--- src/rtl/irq_cascade_pkg.sv ---
package irq_cascade_pkg;

   // Register byte addresses (8-bit map)
   localparam logic [7:0] A_SYS_PEND   = 8'h00;
   localparam logic [7:0] A_SYS_MASK   = 8'h04;
   localparam logic [7:0] A_PIT_CTRL   = 8'h08;
   localparam logic [7:0] A_PER_PEND   = 8'h10;
   localparam logic [7:0] A_PER_MASK   = 8'h14;
   localparam logic [7:0] A_CH_BASE    = 8'h20;
   localparam logic [7:0] A_CH_STRIDE  = 8'h08;
   localparam logic [7:0] A_CH_MASK_OF = 8'h04;

   function automatic logic [7:0] ch_flag_addr(input int c);
      return A_CH_BASE + 8'(c) * A_CH_STRIDE;
   endfunction

   function automatic logic [7:0] ch_mask_addr(input int c);
      return A_CH_BASE + 8'(c) * A_CH_STRIDE + A_CH_MASK_OF;
   endfunction

endpackage

--- src/rtl/irq_pend_level.sv ---
// One pending/mask stage: sticky bits with hardware set and software clear
// (set wins), plus bits that simply follow a level input.
module irq_pend_level #(
   parameter int             W          = 32,
   parameter logic [W-1:0]   LEVEL_MASK = '0
) (
   input  logic         clk,
   input  logic         rst_n,
   input  logic [W-1:0] hw_set,
   input  logic [W-1:0] sw_clr,
   input  logic [W-1:0] level_in,
   input  logic         mask_we,
   input  logic [W-1:0] mask_wdata,
   output logic [W-1:0] pend,
   output logic [W-1:0] mask,
   output logic         any_hit
);

   logic [W-1:0] sticky_q;

   always_ff @(posedge clk or negedge rst_n) begin
      if (!rst_n) begin
         sticky_q <= '0;
         mask     <= '0;
      end else begin
         sticky_q <= ((sticky_q & ~sw_clr) | hw_set) & ~LEVEL_MASK;
         if (mask_we) mask <= mask_wdata;
      end
   end

   assign pend    = (sticky_q & ~LEVEL_MASK) | (level_in & LEVEL_MASK);
   assign any_hit = |(pend & mask);

endmodule

--- src/rtl/irq_dma_chan.sv ---
// Per-channel flag register (write-one-to-clear, set wins) and enable mask.
module irq_dma_chan #(
   parameter int FLAGS = 3
) (
   input  logic             clk,
   input  logic             rst_n,
   input  logic [FLAGS-1:0] flag_set,
   input  logic             clr_we,
   input  logic             mask_we,
   input  logic [FLAGS-1:0] wdata,
   output logic [FLAGS-1:0] flags,
   output logic [FLAGS-1:0] mask,
   output logic             req
);

   logic [FLAGS-1:0] clr_bits;

   assign clr_bits = clr_we ? wdata : '0;

   always_ff @(posedge clk or negedge rst_n) begin
      if (!rst_n) begin
         flags <= '0;
         mask  <= '0;
      end else begin
         flags <= (flags & ~clr_bits) | flag_set;
         if (mask_we) mask <= wdata;
      end
   end

   assign req = |(flags & mask);

endmodule

--- src/rtl/irq_bus_decode.sv ---
// Address decode for the register port.
module irq_bus_decode
   import irq_cascade_pkg::*;
#(
   parameter int ADDR_W = 8,
   parameter int NUM_CH = 2
) (
   input  logic              bus_valid,
   input  logic              bus_write,
   input  logic [ADDR_W-1:0] bus_addr,
   output logic              wr_en,
   output logic              rd_en,
   output logic              sel_sys_pend,
   output logic              sel_sys_mask,
   output logic              sel_pit,
   output logic              sel_per_pend,
   output logic              sel_per_mask,
   output logic [NUM_CH-1:0] sel_ch_flag,
   output logic [NUM_CH-1:0] sel_ch_mask
);

   assign wr_en = bus_valid &  bus_write;
   assign rd_en = bus_valid & ~bus_write;

   assign sel_sys_pend = (bus_addr == ADDR_W'(A_SYS_PEND));
   assign sel_sys_mask = (bus_addr == ADDR_W'(A_SYS_MASK));
   assign sel_pit      = (bus_addr == ADDR_W'(A_PIT_CTRL));
   assign sel_per_pend = (bus_addr == ADDR_W'(A_PER_PEND));
   assign sel_per_mask = (bus_addr == ADDR_W'(A_PER_MASK));

   for (genvar c = 0; c < NUM_CH; c++) begin : g_ch_dec
      assign sel_ch_flag[c] = (bus_addr == ADDR_W'(ch_flag_addr(c)));
      assign sel_ch_mask[c] = (bus_addr == ADDR_W'(ch_mask_addr(c)));
   end

endmodule

--- src/rtl/irq_cascade_ctrl.sv ---
module irq_cascade_ctrl
   import irq_cascade_pkg::*;
#(
   parameter int ADDR_W      = 8,
   parameter int DATA_W      = 32,
   parameter int NUM_CH      = 2,
   parameter int CH_FLAGS    = 3,
   parameter int CASCADE_BIT = 24,
   parameter int PIT_BIT     = 30,
   parameter int PIT_KEY_BIT = 7,
   parameter int DMA_BIT_TOP = 21
) (
   input  logic                       clk,
   input  logic                       rst_n,
   input  logic                       bus_valid,
   input  logic                       bus_write,
   input  logic [ADDR_W-1:0]          bus_addr,
   input  logic [DATA_W-1:0]          bus_wdata,
   output logic [DATA_W-1:0]          bus_rdata,
   input  logic [DATA_W-1:0]          sys_set,
   input  logic [DATA_W-1:0]          per_set,
   input  logic [NUM_CH*CH_FLAGS-1:0] dma_set,
   output logic                       cpu_irq
);

   function automatic logic [DATA_W-1:0] dma_bit_mask();
      logic [DATA_W-1:0] m;
      m = '0;
      for (int c = 0; c < NUM_CH; c++) m[DMA_BIT_TOP-c] = 1'b1;
      return m;
   endfunction

   localparam logic [DATA_W-1:0] DMA_MASK  = dma_bit_mask();
   localparam logic [DATA_W-1:0] CASC_MASK = DATA_W'(1) << CASCADE_BIT;
   localparam logic [DATA_W-1:0] PIT_MASK  = DATA_W'(1) << PIT_BIT;

   // Elaboration-time parameter checks
   if (ADDR_W < 8) begin : g_bad_addr
      $error("ADDR_W must be at least 8");
   end
   if (CASCADE_BIT >= DATA_W || PIT_BIT >= DATA_W || PIT_KEY_BIT >= DATA_W) begin : g_bad_bit
      $error("cascade, timer or key bit outside the data width");
   end
   if (CH_FLAGS > DATA_W || CH_FLAGS < 1) begin : g_bad_flags
      $error("CH_FLAGS out of range");
   end
   if (NUM_CH < 1 || NUM_CH > 28 || DMA_BIT_TOP >= DATA_W || DMA_BIT_TOP - NUM_CH + 1 < 0) begin : g_bad_ch
      $error("channel count or channel bit placement out of range");
   end

   // Decode
   logic              wr_en, rd_en;
   logic              sel_sys_pend, sel_sys_mask, sel_pit, sel_per_pend, sel_per_mask;
   logic [NUM_CH-1:0] sel_ch_flag, sel_ch_mask;

   irq_bus_decode #(.ADDR_W(ADDR_W), .NUM_CH(NUM_CH)) u_dec (
      .bus_valid    (bus_valid),
      .bus_write    (bus_write),
      .bus_addr     (bus_addr),
      .wr_en        (wr_en),
      .rd_en        (rd_en),
      .sel_sys_pend (sel_sys_pend),
      .sel_sys_mask (sel_sys_mask),
      .sel_pit      (sel_pit),
      .sel_per_pend (sel_per_pend),
      .sel_per_mask (sel_per_mask),
      .sel_ch_flag  (sel_ch_flag),
      .sel_ch_mask  (sel_ch_mask)
   );

   // Channel level
   logic [CH_FLAGS-1:0] ch_flags [NUM_CH];
   logic [CH_FLAGS-1:0] ch_mask  [NUM_CH];
   logic [NUM_CH-1:0]   ch_req;

   for (genvar c = 0; c < NUM_CH; c++) begin : g_ch
      irq_dma_chan #(.FLAGS(CH_FLAGS)) u_chan (
         .clk      (clk),
         .rst_n    (rst_n),
         .flag_set (dma_set[c*CH_FLAGS +: CH_FLAGS]),
         .clr_we   (wr_en & sel_ch_flag[c]),
         .mask_we  (wr_en & sel_ch_mask[c]),
         .wdata    (bus_wdata[CH_FLAGS-1:0]),
         .flags    (ch_flags[c]),
         .mask     (ch_mask[c]),
         .req      (ch_req[c])
      );
   end

   // Peripheral level
   logic [DATA_W-1:0] per_level, per_clr, per_pend, per_mask;
   logic              per_hit;

   always_comb begin
      per_level = '0;
      for (int c = 0; c < NUM_CH; c++) per_level[DMA_BIT_TOP-c] = ch_req[c];
   end

   assign per_clr = (wr_en & sel_per_pend) ? bus_wdata : '0;

   irq_pend_level #(.W(DATA_W), .LEVEL_MASK(DMA_MASK)) u_per (
      .clk        (clk),
      .rst_n      (rst_n),
      .hw_set     (per_set),
      .sw_clr     (per_clr),
      .level_in   (per_level),
      .mask_we    (wr_en & sel_per_mask),
      .mask_wdata (bus_wdata),
      .pend       (per_pend),
      .mask       (per_mask),
      .any_hit    (per_hit)
   );

   // System level
   logic [DATA_W-1:0] sys_level, sys_clr, sys_pend, sys_mask;
   logic              sys_hit;

   assign sys_level = per_hit ? CASC_MASK : '0;
   assign sys_clr   = (wr_en & sel_pit & bus_wdata[PIT_KEY_BIT]) ? PIT_MASK : '0;

   irq_pend_level #(.W(DATA_W), .LEVEL_MASK(CASC_MASK)) u_sys (
      .clk        (clk),
      .rst_n      (rst_n),
      .hw_set     (sys_set),
      .sw_clr     (sys_clr),
      .level_in   (sys_level),
      .mask_we    (wr_en & sel_sys_mask),
      .mask_wdata (bus_wdata),
      .pend       (sys_pend),
      .mask       (sys_mask),
      .any_hit    (sys_hit)
   );

   // Read mux
   logic [DATA_W-1:0] rd_val;

   always_comb begin
      rd_val = '0;
      if (sel_sys_pend) rd_val = sys_pend;
      if (sel_sys_mask) rd_val = sys_mask;
      if (sel_per_pend) rd_val = per_pend;
      if (sel_per_mask) rd_val = per_mask;
      for (int c = 0; c < NUM_CH; c++) begin
         if (sel_ch_flag[c]) rd_val = DATA_W'(ch_flags[c]);
         if (sel_ch_mask[c]) rd_val = DATA_W'(ch_mask[c]);
      end
   end

   always_ff @(posedge clk or negedge rst_n) begin
      if (!rst_n) begin
         bus_rdata <= '0;
         cpu_irq   <= 1'b0;
      end else begin
         if (rd_en) bus_rdata <= rd_val;
         cpu_irq <= sys_hit;
      end
   end

endmodule

--- config.mk ---
export PLATFORM = sky130hd
export DESIGN_NAME = irq_cascade_ctrl
export DESIGN_NICKNAME = d
export VERILOG_FILES = /design/src/rtl/irq_cascade_pkg.sv /design/src/rtl/irq_pend_level.sv /design/src/rtl/irq_dma_chan.sv /design/src/rtl/irq_bus_decode.sv /design/src/rtl/irq_cascade_ctrl.sv
export SDC_FILE = /design/constraint.sdc
export NUM_CORES = 1
export LEC_CHECK = 0
export CAP_MARGIN = 10
export CORE_UTILIZATION = 56
export CTS_CLUSTER_DIAMETER = 30
export DETAILED_ROUTE_END_ITERATION = 10
export PLACE_DENSITY = 0.85
export RECOVER_POWER = 25
export SLEW_MARGIN = 20
export SYNTH_ARGS = -nofsm -noshare
export SYNTH_HDL_FRONTEND = slang
export SYNTH_SLANG_ARGS = --single-unit
--- constraint.sdc ---
create_clock -name clk -period 3.25 [get_ports clk]
set_input_delay 0.65 -clock clk [delete_from_list [all_inputs] [get_ports clk]]
set_output_delay 0.65 -clock clk [all_outputs]
set_load 0.05 [all_outputs]
==> reports/qor.yml <==
yosys:
  synth_cells: 642
  syn_area_um2: 7510
  yosysSeqAreaShare_pct: 56.65
  synth_edf_count: 0
  ys.flop_type: "dfrtp_1"
  synth_cell_type_count: 48
  ys_seq_elements: 170
  syn_nets: 756
  async_reset_ff_share_pct: 100.0
  ys.warnings.count: 0
  syn_avg_cell_area_um2: 11.70
pwr:
  p_leak_nw: 4.035
  p_comb_share_pct: 9.2
  seq_power_share_pct: 47.0
  switching_share_pct: 22.69
  pwr-share-clk_pct: 43.8
  ir_drop_mv: 0.3817
  p_per_area_nw_per_um2: 474.0
  power_mw: 4.636
  switchingPower_mw: 1.052
  p_int_mw: 3.584
route:
  antenna_left: 0
  wl_mm: 21.25
  first_iter_violations: 662
  vias_per_cell: 6.330
  via_count: 6191
  drc: 0
  drt_pre_antenna_iters: 5
  wl_per_cell_um: 21.73
clock_network:
  root_buffer: "clkbuf_16"
  clock_latency_ps: 430
  cts.clk_slew.worst_paths_ps: 60
  cts-buffers-inserted: 17
  cts_sinks: 170
  cts-htree-levels: 4
  cts_hold_buf: 0
  cts_resized: 0
  clockBufferDepth: 2
  cts_tree: "yes"
  cts_setup_buffers: 0
timing:
  slew_headroom_pct: -2.952
  fmax_mhz: 373.7
  hold_viol: 0
  rsz0062_at_grt: "false"
  fin_crit_sh_pct: 82.34
  skew_ps: 7.149
  fin_crit_ps: 2676
  finalSetupTns_ps: 0
  tightest_slew_ps: 1544
  maxSlewViolCount: 65
  setup-violations-final: 0
global_route:
  grt_max_degree: 76
  grt_usage_pct: 32.16
  antenna_found_initial: 0
  grt_remaining_overflow: 0
  grt_pass1_vias: 6447
  grt_pass1_wl_mm: 34.16
setup_path:
  required_ps: 3550
  arrival_ps: 2980
  crit_path_max_fanout: 15
  crit_type: "input pin to register"
  crit_path_start_kind: "input pin"
  crit_path_end_kind: "register"
final_layout:
  antenna_cells: 0
  final_nets: 907
  drive_gt1_share_pct: 11.79
  final_cells: 978
  area_delta_synth_final_pct: 30.24
placed_design:
  gp_congestion: 0.9561
  port_buffers: 143
  dpl.cell_count: 946
  dp_hpwl_mm: 14.82
hold_path:
  min_path_type: "register to register"
die:
  die_area_um2: 13880
  io-pin-count: 147
  core_um2: 12820
  std_cell_rows: 41
  initial_core_util_pct: 58.56
  fp.dieH_um: 117.8
  die_w_um: 117.8
status:
  outcome: "complete, but fails checks"
  failed_checks: "max-capacitance violations, max-slew violations"
run:
  cap_viol_max_count: 1
path summary, 6_finish.rpt:
kind / from / endpoint / slack (ps) / depth (start not counted)
min in group asynchronous: rst_n / u_sys.sticky_q[12] / 600 / 1
min: bus_rdata[21] / bus_rdata[21] / 490 / 2
max reg2reg: g_ch[0].u_chan.mask[0] / cpu_irq / 630 / 4
max in group asynchronous: rst_n / bus_rdata[21] / 810 / 2
min reg2reg: bus_rdata[21] / bus_rdata[21] / 490 / 2
max: bus_addr[3] / u_per.mask[26] / 570 / 6
Yosys cell counts, types with 6 or more instances:
| master | count | area share [%] |
|---|---|---|
| dfrtp_1 | 170 | 57 |
| nor2_1 | 34 | 1.7 |
| o21ai_1 | 28 | 1.9 |
| a21oi_1 | 6 | 0.40 |
| nand2_1 | 77 | 3.8 |
| a221oi_1 | 34 | 4.0 |
| nor3_1 | 11 | 0.73 |
| mux2_1 | 63 | 9.4 |
| mux2i_1 | 27 | 3.6 |
| or2_2 | 30 | 2.5 |
| o21ai_0 | 9 | 0.60 |
| a21o_1 | 38 | 3.8 |
| inv_1 | 6 | 0.30 |
| nand4_1 | 7 | 0.58 |
| a22oi_1 | 15 | 1.5 |
| buf_2 | 12 | 0.80 |
| a22o_1 | 7 | 0.82 |
| clkbuf_1 | 14 | 0.70 |
area by class of cell:
class / count / area, µm²
Fill cell: 851 / 3044
Multi-Input combinational cell: 437 / 3114
Tap cell: 172 / 215.2
Inverter: 6 / 22.52
Sequential cell: 170 / 4254
Timing Repair Buffer: 161 / 1582
Clock buffer: 26 / 509.2
Clock inverter: 6 / 83.83
layout by cell type (no fill, tap or decap), types with 5 or more instances in the layout:
cell type	count
dfrtp_1	170
clkdlybuf4s50_1	111
mux2i_1	27
dlygate4sd3_1	30
nand4_1	7
clkbuf_8	5
a22o_1	7
buf_4	15
a221oi_1	34
o21ai_0	9
o21ai_1	28
or2_2	30
mux2_1	63
a21o_1	38
nor3_1	11
a22oi_1	15
nand2_1	77
a21oi_1	6
inv_1	6
clkbuf_16	17
nor2_1	31
critical path, cell delays in order:
cell and delay [ps]:
clkdlybuf4s50_1 590, nor4b_1 730, nand2_2 210, nor2_4 150, buf_4 270, mux2_1 370
registers in the layout, indices dropped and copies added (netlist names):
name,count
bus_rdata,32
cpu_irq,1
g_ch.u_chan.flags,6
g_ch.u_chan.mask,6
u_per.mask,32
u_per.sticky_q,30
u_sys.mask,32
u_sys.sticky_q,31
cells by family after synthesis:
logic type / after synthesis / synth area share [%]
multiplexers: 94 / 13.65
buffers and inverters: 35 / 2.099
AO/OA/AOI/OAI: 157 / 15.31
AND/OR/NAND/NOR: 186 / 12.30
flip-flops: 170 / 56.65
routing by layer:
metal  global-route usage (%)  vias to the layer above  part of all wire [%]
met2                    52.39                      319                    49
li1                         -                     2667                     -
met4                    15.54                        0                   3.6
met1                    40.77                     3133                    40
met3                    7.122                       72                   7.3
met5                        0                        -                     0
metrics by stage:
step           hold WS (ps)  util (%)  cell area (µm²)  setup slack (ps)
5_1_grt               519.0     76.26             9781             381.8
3_3_place_gp          462.5     71.79             9206             382.6
3_5_place_dp          479.8     71.79             9206             257.8
2_1_floorplan         354.4         -             7510              1021
4_1_cts               224.7     76.41             9799             689.5
6_report              485.9     76.26             9781             574.0
power groups by stage:
stage | clock [mW] | combinational, mW | sequential (mW)
2_1_floorplan | 0 | 0.118 | 2.25
3_3_place_gp | 0 | 0.425 | 2.21
3_5_place_dp | 0 | 0.433 | 2.22
4_1_cts | 2.04 | 0.437 | 2.18
5_1_grt | 2.14 | 0.456 | 2.18
6_report | 2.03 | 0.428 | 2.18
Note: power is estimated with default switching activity, not from simulation.
